File: src/rtl/gfm_pkg.sv
`timescale 1ns/1ps
package gfm_pkg;
  // Incoming operand bit of a cell: neighbour bit, plus feedback on tap cells.
  function automatic logic cell_shift_in(input logic nbr, input logic fb, input bit tap);
    return nbr ^ (fb & logic'(tap));
  endfunction

  // One partial-product accumulation step of a cell.
  function automatic logic cell_accum(input logic acc, input logic a_bit, input logic b_bit);
    return acc ^ (a_bit & b_bit);
  endfunction

  // A cell takes the feedback when its position is 0 or K.
  function automatic bit is_tap(input int pos, input int k);
    return (pos == 0) || (pos == k);
  endfunction
endpackage

File: src/rtl/gfm_cell.sv
`timescale 1ns/1ps
module gfm_cell #(
  parameter bit TAP = 1'b0
) (
  input  logic clk,
  input  logic rst_n,
  input  logic load,
  input  logic step,
  input  logic a_init,
  input  logic a_nbr,
  input  logic fb,
  input  logic b_bit,
  output logic a_q,
  output logic c_q
);
  import gfm_pkg::*;

  logic a_next;
  assign a_next = cell_shift_in(a_nbr, fb, TAP);

  always_ff @(posedge clk or negedge rst_n) begin
    if (!rst_n) begin
      a_q <= 1'b0;
      c_q <= 1'b0;
    end else if (load) begin
      a_q <= a_init;
      c_q <= 1'b0;
    end else if (step) begin
      c_q <= cell_accum(c_q, a_q, b_bit);
      a_q <= a_next;
    end
  end
endmodule

File: src/rtl/gfm_seq.sv
`timescale 1ns/1ps
module gfm_seq #(
  parameter int M = 7
) (
  input  logic clk,
  input  logic rst_n,
  input  logic start,
  output logic load,
  output logic step,
  output logic last,
  output logic busy,
  output logic done
);
  localparam int CW = (M > 1) ? $clog2(M) : 1;
  localparam logic [CW-1:0] LAST_IDX = CW'(M - 1);

  logic [CW-1:0] iter_q;

  assign load = start & ~busy;
  assign step = busy;
  assign last = busy & (iter_q == LAST_IDX);

  always_ff @(posedge clk or negedge rst_n) begin
    if (!rst_n) begin
      busy   <= 1'b0;
      iter_q <= '0;
      done   <= 1'b0;
    end else begin
      done <= last;
      if (load) begin
        busy   <= 1'b1;
        iter_q <= '0;
      end else if (busy) begin
        if (last) busy <= 1'b0;
        else      iter_q <= iter_q + 1'b1;
      end
    end
  end
endmodule

File: src/rtl/gfm_bcast.sv
`timescale 1ns/1ps
module gfm_bcast #(
  parameter int M = 7
) (
  input  logic         clk,
  input  logic         rst_n,
  input  logic         load,
  input  logic         step,
  input  logic [M-1:0] opb,
  output logic         b_bit
);
  logic [M-1:0] b_sh;

  assign b_bit = b_sh[0];

  always_ff @(posedge clk or negedge rst_n) begin
    if (!rst_n)     b_sh <= '0;
    else if (load)  b_sh <= opb;
    else if (step)  b_sh <= {1'b0, b_sh[M-1:1]};
  end
endmodule

File: src/rtl/gfm_trinom_mul.sv
`timescale 1ns/1ps
module gfm_trinom_mul #(
  parameter int M = 7,
  parameter int K = 4
) (
  input  logic         clk,
  input  logic         rst_n,
  input  logic         start,
  input  logic [M-1:0] opa,
  input  logic [M-1:0] opb,
  output logic         done,
  output logic [M-1:0] prod
);
  import gfm_pkg::*;

  // Named internal events, observed by the bound checker.
  logic         load_evt;
  logic         step_evt;
  logic         last_evt;
  logic         busy_w;
  logic         b_bit;
  logic         fb_bit;
  logic [M-1:0] a_vec;
  logic [M-1:0] nbr_vec;

  gfm_seq #(.M(M)) u_seq (
    .clk(clk), .rst_n(rst_n), .start(start),
    .load(load_evt), .step(step_evt), .last(last_evt),
    .busy(busy_w), .done(done)
  );

  gfm_bcast #(.M(M)) u_bcast (
    .clk(clk), .rst_n(rst_n), .load(load_evt), .step(step_evt),
    .opb(opb), .b_bit(b_bit)
  );

  assign fb_bit = a_vec[M-1];

  for (genvar j = 0; j < M; j++) begin : g_cell
    if (j == 0) begin : g_first
      assign nbr_vec[j] = 1'b0;
    end else begin : g_rest
      assign nbr_vec[j] = a_vec[j-1];
    end

    gfm_cell #(.TAP(is_tap(j, K))) u_cell (
      .clk(clk), .rst_n(rst_n), .load(load_evt), .step(step_evt),
      .a_init(opa[j]), .a_nbr(nbr_vec[j]), .fb(fb_bit), .b_bit(b_bit),
      .a_q(a_vec[j]), .c_q(prod[j])
    );
  end
endmodule

File: config.mk
export PLATFORM = sky130hd
export DESIGN_NAME = gfm_trinom_mul
export DESIGN_NICKNAME = d
export VERILOG_FILES = /design/src/rtl/gfm_pkg.sv /design/src/rtl/gfm_cell.sv /design/src/rtl/gfm_seq.sv /design/src/rtl/gfm_bcast.sv /design/src/rtl/gfm_trinom_mul.sv
export SDC_FILE = /design/constraint.sdc
export NUM_CORES = 1
export LEC_CHECK = 0
export ABC_AREA = 0
export BUFFER_PORTS_ARGS = -buffer_cell sky130_fd_sc_hd__buf_4
export CAP_MARGIN = 25
export CELL_PAD_IN_SITES_DETAIL_PLACEMENT = 1
export CELL_PAD_IN_SITES_GLOBAL_PLACEMENT = 1
export CORE_MARGIN = 4
export CORE_UTILIZATION = 46
export CTS_BUF_LIST = sky130_fd_sc_hd__clkbuf_8 sky130_fd_sc_hd__clkbuf_16
export CTS_CLUSTER_DIAMETER = 100
export CTS_CLUSTER_SIZE = 40
export DETAILED_ROUTE_END_ITERATION = 16
export PLACE_DENSITY_LB_ADDON = 0.2
export SKIP_CTS_REPAIR_TIMING = 1
export SLEW_MARGIN = 20
export SYNTH_ARGS = -nofsm -noshare
export SYNTH_HDL_FRONTEND = slang
export SYNTH_SLANG_ARGS = --single-unit
export TNS_END_PERCENT = 100
File: constraint.sdc
create_clock -name clk -period 2.9 [get_ports clk]
set_clock_uncertainty 0.2 [all_clocks]
set_input_delay 0.29 -clock clk [delete_from_list [all_inputs] [get_ports clk]]
set_output_delay 0.29 -clock clk [all_outputs]
set_load 0.005 [all_outputs]
* Word level (Yosys, flattened, before mapping)
Cells that the tools add are included.
Widths: inputs -> output; s select.
** Word-level totals
- Input port bits :: 17
- Output and inout port bits :: 8
- Bits in registers :: 26
** Cells by class
- Add/subtract/negate cells :: 1
- Reduce and logical (&&, ||, !) cells :: 2
- Muxes and demuxes :: 36
- Bitwise logic cells :: 18
- Equality and inequality tests :: 2
** Operators by type and width (number)
- $mux 1 :: 31
- $mux 7 :: 2
- $and 1x1->1 :: 9
- $mux 3 :: 3
- $xor 1x1->1 :: 8
- $add 3x1->3 const B :: 1
- $eq 3x3->1 const B :: 1
- $ne 2x1->1 const B :: 1
- $reduce_and 2->1 :: 1
- $reduce_bool 2->1 :: 1
- $not 1->1 :: 1

* Depth between registers and ports, before layout
Gate-level depths: netlist of run 1.
- Word-level depth :: 5
- Depth in mapped cells :: 4
- Mapped depth without buffers :: 4

* Cells and area by module
From an unflattened synthesis of run 1, not the netlist that was laid out.
** Unflattened totals
- Cells, all modules :: 123
- Area, all modules :: 1361.3 um2
** By module, submodules not included
- gfm_cell (g_cell[1].u_cell ...) :: area an instance 103.8 um2, times used 5, cells each 9
- gfm_bcast :: area an instance 321.6 um2, times used 1, cells each 30
- gfm_seq :: area an instance 279.0 um2, times used 1, cells each 25
- gfm_cell (g_cell[0].u_cell ...) :: area an instance 118.9 um2, times used 2, cells each 11
- gfm_trinom_mul :: area an instance 3.8 um2, times used 1, cells each 1

* Worst setup path before layout of run 1
OpenSTA, ideal clock, no wires.
- Path kind :: flip-flop to flip-flop
- From :: reg u_seq.iter_q[0]
- To :: reg u_seq.iter_q[1]
- Clock period less this slack :: 1.380 ns
- Slack :: 1.520 ns
- Buffers on the path :: 0
- Cell stages (with the launch flop) :: 5
- Data arrival time :: 1.056 ns
- Path through :: dfrtp_1 > inv_1 > ha_1 > and4_1 > a211o_1
** On the way
- Cells in the longest elaborated chain, start to end :: 4
- Elaborated cells between the ends (all ways) :: 8
- Those cells by class :: add/sub (1); eq/ne (2); mux (3); bitwise (1); reduce/logical (1)
** Ends and longest elaborated chain
- from (decl) :: RTL line gfm_seq.sv:17 : logic [CW-1:0] iter_q;
- from (signal assigned) :: RTL line gfm_seq.sv:35 : else iter_q <= iter_q + 1'b1;
- $add 3x1->3 or $eq 3x3->1 (tied branches) :: RTL line gfm_seq.sv:35, gfm_seq.sv:21
- $mux 3 or $and 1x1->1 (tied branches) :: RTL line gfm_seq.sv:34, gfm_seq.sv:21
- $mux 3 or $ne 2x1->1 (tied branches)
- $mux 3 or $reduce_and 2->1 (tied branches)
Parallel ways exist; a longest one is shown, timed or not. The select of a mux whose other input is x is not followed.
A chain may end at the register's enable or synchronous reset.

* Worst setup path in the final report of run 1
- From :: reg u_seq.busy
- To :: reg g_cell[0].u_cell.c_q
** On the way
- Cells in the longest elaborated chain, start to end :: 3
- Elaborated cells between the ends (all ways) :: 4
- Those cells by class :: mux (1); bitwise (2); reduce/logical (1)
** Ends and longest elaborated chain
- from (decl) :: RTL line gfm_seq.sv:11 : output logic busy,
- from (signal assigned) :: RTL line gfm_seq.sv:25 : busy <= 1'b0;
- from (signal assigned) :: RTL line gfm_seq.sv:31 : busy <= 1'b1;
- from (signal assigned) :: RTL line gfm_seq.sv:34 : if (last) busy <= 1'b0;
- $not 1->1 :: RTL line gfm_seq.sv:19 : assign load = start & ~busy;
- $and 1x1->1 :: RTL line gfm_seq.sv:19
- $mux 1 or $reduce_bool 2->1 (tied branches)
- to (signal assigned) :: RTL line gfm_cell.sv:29 : c_q <= cell_accum(c_q, a_q, b_bit);
- to (decl) :: RTL line gfm_cell.sv:14 : output logic c_q
Parallel ways exist; a longest one is shown, timed or not.

==> metrics.yaml, run 1 <==
die:
  rows: 19
  die_h_um: 62.8
  start_util: 0.492
  dieWidth_um: 62.8
  pin_count: 25
  die-area_um2: 3940
  fp.coreArea_um2: 2810
sta:
  period_minus_slack_ns: 1.72
  setup_viol: 0
  period_share: 0.592
  finalSetupTns_ns: 0
  hold_viol: 0
  maxSlewViolCount: 0
  tightest_slew_ns: 0.567
  rsz0062_at_grt: "false"
  fmax_ghz: 0.583
  maxSlewHeadroom: 0.622
worst_setup_path:
  arrival_ns: 1.67
  start_kind: "register"
  critPathMaxFanout: 28
  crit_cells: 3
  reg2regPathDepth: 3
  cpLargestDelayFamily: "flip-flops"
  critPathKind: "reg -> reg"
  slowest_delay_ns: 0.60
  critPathSlowestCell: "dfrtp_1"
  regToRegSetupSlack_ns: 1.18
  endpoint_kind: "register"
  rr_endpoint: "g_cell[0].u_cell.c_q"
  timing.rr.start: "u_seq.busy"
  critPathRequiredTime_ns: 2.85
  crit_buf_inv: 1
  crit_chain: "buf_4, and4b_1, a221o_1"
final_layout:
  fin_nets: 162
  n_antenna_cell: 0
  area_growth_syn_to_layout_pct: 11.3
  drive_gt1_frac: 0.213
  fin_cells: 172
yosys:
  synth_cells: 127
  syn-num-nets: 146
  yosysWarningCount: 0
  synth_seq_area_share: 0.472
  syn_area_um2: 1380
  syn-mean-instance-area_um2: 10.9
  synth_seq_cells: 26
  ys_types: 25
power_and_ir_drop:
  power.leakage_nw: 0.759
  peakVddDrop_v: 0.000361
  switching_share: 0.361
  switchingPower_uw: 520
  clkPwrFrac: 0.138
  pwr-share-comb: 0.368
  p_int_uw: 919
  powerDensity_nw_per_um2: 938
  p_seq_frac: 0.494
hold_path:
  worstHoldStart: "opb[6]"
  holdPathStages: 3
  hold_path.class: "in -> reg"
  whs_endpoint: "u_bcast.b_sh[6]"
global_route:
  track_usage: 0.155
  grt.overflow.total: 0
  antenna_found_initial: 0
  grt_pass1_wl_um: 4940
  grt_pass1_vias: 1044
  grt_max_degree: 29
route:
  wl_per_cell_um: 16.1
  routed.top_layer: "met3"
  antenna_left: 0
  drc_errors: 0
  num_vias: 960
  wl_met1_um: 1350
  dr.pass1.iters: 3
  wl_met3_um: 115
  wl_met2_um: 1310
  routed_wl_um: 2770
  routed_via_density: 5.58
  drt_iter0_drc: 54
placed_design:
  numPortBuffers: 24
  hpwl_um: 1940
  place.gp.congestion: 0.750
  dp_cells: 168
clocking:
  htree_levels: 1
  path_clk_slew_ns: 0.08
  clk_path_buf_depth: 2
  cts_root_buffer: "clkbuf_8"
  cts_tree: "built"
  cts_made_buffers: 3
  cts.sinks: 26
  clk_latency_ns: 0.26
flow_run:
  max-cap-violations: 0
run_status:
  outcome: "completed"
[cells in the final DEF (no fill, tap or decap), types with 2 or more instances in the layout]
master,count
ha_1,2
buf_4,25
nand2_1,20
nor2b_1,2
dfrtp_1,26
and4b_1,7
mux2i_1,15
a221o_1,7
nor2_1,2
o21ai_0,8
clkbuf_8,3
and2_1,7
o21ai_1,5
[through the flow]
step | cell area, um^2 | utilization | hold WS, ns | power (mW) | worst slack (ns)
after global routing | 1530 | 0.547 | 0.0905 | 1.58 | 1.09
after CTS | 1520 | 0.543 | -0.272 | 1.45 | 1.18
final | 1530 | 0.547 | 0.0910 | 1.44 | 1.18
after floorplan | 1380 | - | -0.206 | 1.13 | 1.52
after global placement | 1480 | 0.529 | 0.0152 | 1.21 | 1.24
after detailed placement | 1480 | 0.529 | 0.0173 | 1.25 | 1.19
[cells in the mapped netlist, drive strengths merged]
| master | instances | area (um^2) |
|---|---|---|
| o221a | 1 | 11.3 |
| dfrtp | 26 | 651 |
| o21ai | 13 | 65.1 |
| nand4b | 1 | 8.76 |
| a21boi | 1 | 7.51 |
| nor2b | 2 | 12.5 |
| and3 | 1 | 6.26 |
| a221o | 7 | 70.1 |
| inv | 1 | 3.75 |
| a211o | 1 | 8.76 |
| mux2i | 15 | 150 |
| nand2 | 20 | 75.1 |
| and2 | 7 | 43.8 |
| and4 | 1 | 8.76 |
| buf | 15 | 123 |
| and4b | 7 | 70.1 |
| nor2 | 3 | 13.8 |
| o22a | 1 | 8.76 |
| xnor2 | 1 | 8.76 |
| nor3b | 1 | 7.51 |
| ha | 2 | 25.0 |
[worst reg2reg max path, stage by stage, from the launching register on]
cell and delay, ns:
dfrtp_1 0.60, buf_4 0.33, and4b_1 0.23, a221o_1 0.25
[cells by family (layout without fill, tap and decap cells)]
kind of cell	count (synthesis)	after routing	share of synthesized area
flops	26	26	0.472
mux	15	15	0.109
buf+inv	16	30	0.0916
xor+xnor	1	1	0.00635
fa+ha+maj	2	2	0.0181
simple gates	43	43	0.179
compound gates	24	24	0.124
[metal layers]
metal | GRT usage | vias to the layer above
met1 | 0.209 | 471
met3 | 0.0396 | 0
met5 | 0 | -
met4 | 0.0331 | 0
li1 | - | 473
met2 | 0.252 | 16
[final cells by class]
type | instances | area [um^2]
Sequential cell | 26 | 651
Clock buffer | 3 | 41.3
Timing Repair Buffer | 26 | 198
Multi-Input combinational cell | 85 | 602
Fill cell | 318 | 1270
Tap cell | 31 | 38.8
Inverter | 1 | 3.75
[flip-flops by register name (all words and copies together) (netlist names)]
name	flops
u_seq.busy	1
g_cell.u_cell.c_q	7
g_cell.u_cell.a_q	7
u_seq.done	1
u_bcast.b_sh	7
u_seq.iter_q	3
[power by group through the flow]
stage	registers [mW]	clock network [mW]	logic, mW
finish	0.711	0.198	0.530
CTS	0.708	0.206	0.540
floorplan	0.631	0	0.500
global placement	0.696	0	0.511
global route	0.743	0.225	0.610
detailed placement	0.715	0	0.536
[worst max path at each step]
| stage | startpoint | end | slack [ns] |
|---|---|---|---|
| after floorplan | u_seq.iter_q[0] | u_seq.iter_q[1] | 1.52 |
| after global placement | u_seq.busy | g_cell[6].u_cell.c_q | 1.24 |
| after global routing | u_seq.busy | g_cell[6].u_cell.c_q | 1.09 |
| after detailed placement | u_seq.busy | g_cell[1].u_cell.c_q | 1.19 |
| final | u_seq.busy | g_cell[0].u_cell.c_q | 1.18 |
| after CTS | u_seq.busy | g_cell[1].u_cell.c_q | 1.18 |
Power figures use the tool's default switching activity.
==> inputs of run 2 (changes only) <==
--- a/config.mk
+++ b/config.mk
@@ -5,13 +5,13 @@
 export SDC_FILE = /design/constraint.sdc
 export NUM_CORES = 1
 export LEC_CHECK = 0
-export ABC_AREA = 0
+export ABC_AREA = 1
 export BUFFER_PORTS_ARGS = -buffer_cell sky130_fd_sc_hd__buf_4
 export CAP_MARGIN = 25
 export CELL_PAD_IN_SITES_DETAIL_PLACEMENT = 1
 export CELL_PAD_IN_SITES_GLOBAL_PLACEMENT = 1
 export CORE_MARGIN = 4
-export CORE_UTILIZATION = 46
+export CORE_UTILIZATION = 35
 export CTS_BUF_LIST = sky130_fd_sc_hd__clkbuf_8 sky130_fd_sc_hd__clkbuf_16
 export CTS_CLUSTER_DIAMETER = 100
 export CTS_CLUSTER_SIZE = 40
==> constraint.sdc (replaced) <==
create_clock -name clk -period 1.42 [get_ports clk]
set_clock_uncertainty 0.2 [all_clocks]
set_input_delay 0.142 -clock clk [delete_from_list [all_inputs] [get_ports clk]]
set_output_delay 0.142 -clock clk [all_outputs]
set_load 0.005 [all_outputs]
==> run 2 against run 1 <==
Utilization is 4.3 points lower. Via count is 10% higher. Fmax up 29%. Sequential power is 87% higher. Synthesized cell count is 12% higher. Clock-buffer cell count did not move. Sequential share of layout area decreased by 1.4 points. Non-clock buffer count up 18. Routed wire length grew 10%. Global-route usage down 0.87 points. Largest power group unchanged. Highest routed layer is now met4.
==> metrics.yaml, run 2 <==
clocking:
  cts_made_buffers: 3  # unchanged
  path_clk_slew_ns: 0.09  # about the same
  clk_path_buf_depth: 2  # unchanged
  cts_tree: "built"
  cts.sinks: 26  # unchanged
  clk_latency_ns: 0.27  # about the same
  htree_levels: 1  # unchanged
  cts_root_buffer: "clkbuf_8"
global_route:
  grt_pass1_vias: 1069  # +2.4%
  grt_pass1_wl_um: 4940  # unchanged
  grt.overflow.total: 0  # unchanged
  track_usage: 0.147  # -0.00866
  grt_max_degree: 27  # -6.9%
  antenna_found_initial: 0  # unchanged
power_and_ir_drop:
  p_seq_frac: 0.479  # -0.015
  switching_share: 0.378  # +0.0164
  powerDensity_nw_per_um2: 1750  # +87%
  switchingPower_mw: 1.05  # +100%
  peakVddDrop_v: 0.000654  # +81%
  p_int_mw: 1.73  # +89%
  pwr-share-comb: 0.374  # +0.006
  clkPwrFrac: 0.148  # +0.010
  power.leakage_nw: 0.786  # +3.7%
  p_total_mw: 2.78  # +93%
placed_design:
  place.gp.congestion: 0.775  # +3.3%
  hpwl_um: 2130  # +10%
  placement.cell_area_um2: 1390  # -6.5%
  numPortBuffers: 24  # unchanged
final_layout:
  n_antenna_cell: 0  # unchanged
  reg_top3: "g_cell.u_cell.a_q (7), g_cell.u_cell.c_q (7), u_bcast.b_sh (7)"
  nFillCells: 392  # +23%
  layout_common_cells: "nand2_1 (47), nand3_1 (30), buf_4 (29), dfrtp_1 (25), dlygate4sd3_1 (15)"
  area_growth_syn_to_layout_pct: 32.4
  fin_util: 0.504  # -0.0429
  fin_nets: 198  # +22%
  mostFrequentLayoutCell: "nand2_1"
  final_cell_area_um2: 1590  # +3.6%
  drive_gt1_frac: 0.209  # -0.00373
die:
  start_util: 0.381  # -0.111
  die-area_um2: 4430  # +12%
  die_h_um: 66.6  # +6.1%
  pin_count: 25  # unchanged
  fp.coreArea_um2: 3150  # +12%
  rows: 20  # +1
  dieWidth_um: 66.6  # +6.1%
worst_setup_path:
  critPathKind: "reg -> reg"
  critPathRequiredTime_ns: 1.42  # -1.43 ns
  startpoint: "u_seq.busy"
  regToRegSetupSlack_ns: 0.09  # -1.10 ns
  reg2regPathDepth: 4  # +1
  start_kind: "register"
  critPathMaxFanout: 10  # -64%
  rr_endpoint: "u_bcast.b_sh[2]"
  arrival_ns: 1.33  # -0.34 ns
  endpoint: "u_bcast.b_sh[2]"
  timing.rr.start: "u_seq.busy"
  endpoint_kind: "register"
sta:
  finalSetupTns_ns: 0  # unchanged
  setup_viol: 0  # unchanged
  maxSlewViolCount: 0  # unchanged
  maxSlewHeadroom: 0.773  # +0.152
  rsz0062_at_grt: "false"
  period_share: 0.938  # +0.346
  period_minus_slack_ns: 1.33  # -0.385 ns
  fmax_ghz: 0.751  # +29%
  tightest_slew_ns: 0.340  # -0.228 ns
  hold_viol: 0  # unchanged
yosys:
  synth_most_common_cell: "nand2_1"
  yosysTopAreaCellShare: 0.542  # +0.0704
  async_flop_share: 1.00  # unchanged
  syn-mean-instance-area_um2: 8.45  # -22%
  syn-num-nets: 161  # +10%
  synth-edff-count: 0  # unchanged
  synth_top_area_cell: "dfrtp_1"
  ys_types: 15  # -40%
  synth_seq_cells: 26  # unchanged
  syn_area_um2: 1200  # -13%
  synth_top_cells_by_area: "dfrtp_1 (54%), nand2_1 (15%), nand3_1 (13%)"
  yosysWarningCount: 0  # unchanged
  synth_ff_type: "dfrtp_1"
  synth_cells: 142  # +12%
  synth_common_cells: "nand2_1 (48), nand3_1 (30), dfrtp_1 (26)"
  synth_seq_area_share: 0.542  # +0.0704
route:
  drt_iter0_drc: 50  # -7.4%
  wl_per_cell_um: 13.8  # -14%
  routed_via_density: 4.79  # -14%
  num_vias: 1058  # +10%
  drc_errors: 0  # unchanged
  dr.pass1.iters: 4  # +1
  routed_wl_um: 3050  # +10%
  antenna_left: 0  # unchanged
hold_path:
  holdPathStages: 3  # unchanged
  hold_path.class: "in -> reg"
flow_run:
  max-cap-violations: 0  # unchanged
run_status:
  outcome: "completed"
run 2: cell types whose count changed after synthesis, moves of 2 or more:
cell and change:
nand3_1 +30, inv_1 +7, mux2i_1 -15, buf_6 -4, and4b_1 -7, a221o_1 -7, nand2_1 +28, o21ai_0 -6
o21ai_1 +3, and2_1 -7, o211ai_1 +2, nor2b_1 -2
run 2: cells by family (layout without fill, tap and decap cells):
family | count (synthesis) | count (layout) | share of synthesized area
adders and majority gates | 2 | 2 | 0.0209
DFF | 26 | 26 | 0.542
AOI/OAI and AO/OA | 12 | 12 | 0.0542
buffers and inverters | 21 | 56 | 0.0938
and+or+nand+nor | 81 | 81 | 0.289
run 2: metal layers:
| metal | up-vias | share of wire | track usage |
|---|---|---|---|
| met3 | 6 | 0.034 | 0.0270 |
| met2 | 20 | 0.51 | 0.243 |
| met4 | 0 | 0.018 | 0.0711 |
| met1 | 510 | 0.43 | 0.182 |
| met5 | - | 0 | 0 |
| li1 | 522 | - | - |
run 2: critical path: stages, from the launching register on:
cell	delay, ns
dfrtp_2	0.48
nor2_2	0.23
buf_4	0.21
nand2_1	0.07
nand3_1	0.07
run 2: power groups by stage:
| stage | registers [mW] | clock network (mW) | logic (mW) |
|---|---|---|---|
| 3_3_place_gp | 1.32 | 0 | 0.922 |
| 3_5_place_dp | 1.35 | 0 | 0.991 |
| 2_1_floorplan | 1.24 | 0 | 0.757 |
| 4_1_cts | 1.33 | 0.422 | 1.00 |
| 6_report | 1.33 | 0.411 | 1.04 |
| 5_1_grt | 1.39 | 0.464 | 1.20 |
run 2: final cells by class:
class	instances	area, um^2	share of cell area
clock buffer	3	41.3	0.0260
inverter	9	33.8	0.0213
multi-input combinational	95	439	0.276
sequential	26	652	0.410
tap	44	55.1	0.0346
timing repair buffer	44	368	0.231
run 2: through the flow:
stage	setup WS, ns	cells	hold slack, ns
finish	0.0880	221	0.0487
global route	0.000415	221	0.0672
CTS	0.0417	205	-0.424
detailed placement	0.0597	202	-0.128
global placement	0.133	202	-0.128
floorplan	0.218	142	-0.354
run 2: worst min-delay path by stage:
| stage | startpoint | endpoint | slack [ns] |
|---|---|---|---|
| after floorplan | rst_n | g_cell[0].u_cell.a_q | -0.35 |
| final | start | u_seq.busy | 0.05 |
| after global placement | rst_n | g_cell[6].u_cell.c_q | -0.13 |
| after CTS | rst_n | g_cell[5].u_cell.c_q | -0.42 |
| after detailed placement | rst_n | g_cell[5].u_cell.c_q | -0.13 |
| after global routing | start | u_bcast.b_sh[6] | 0.07 |
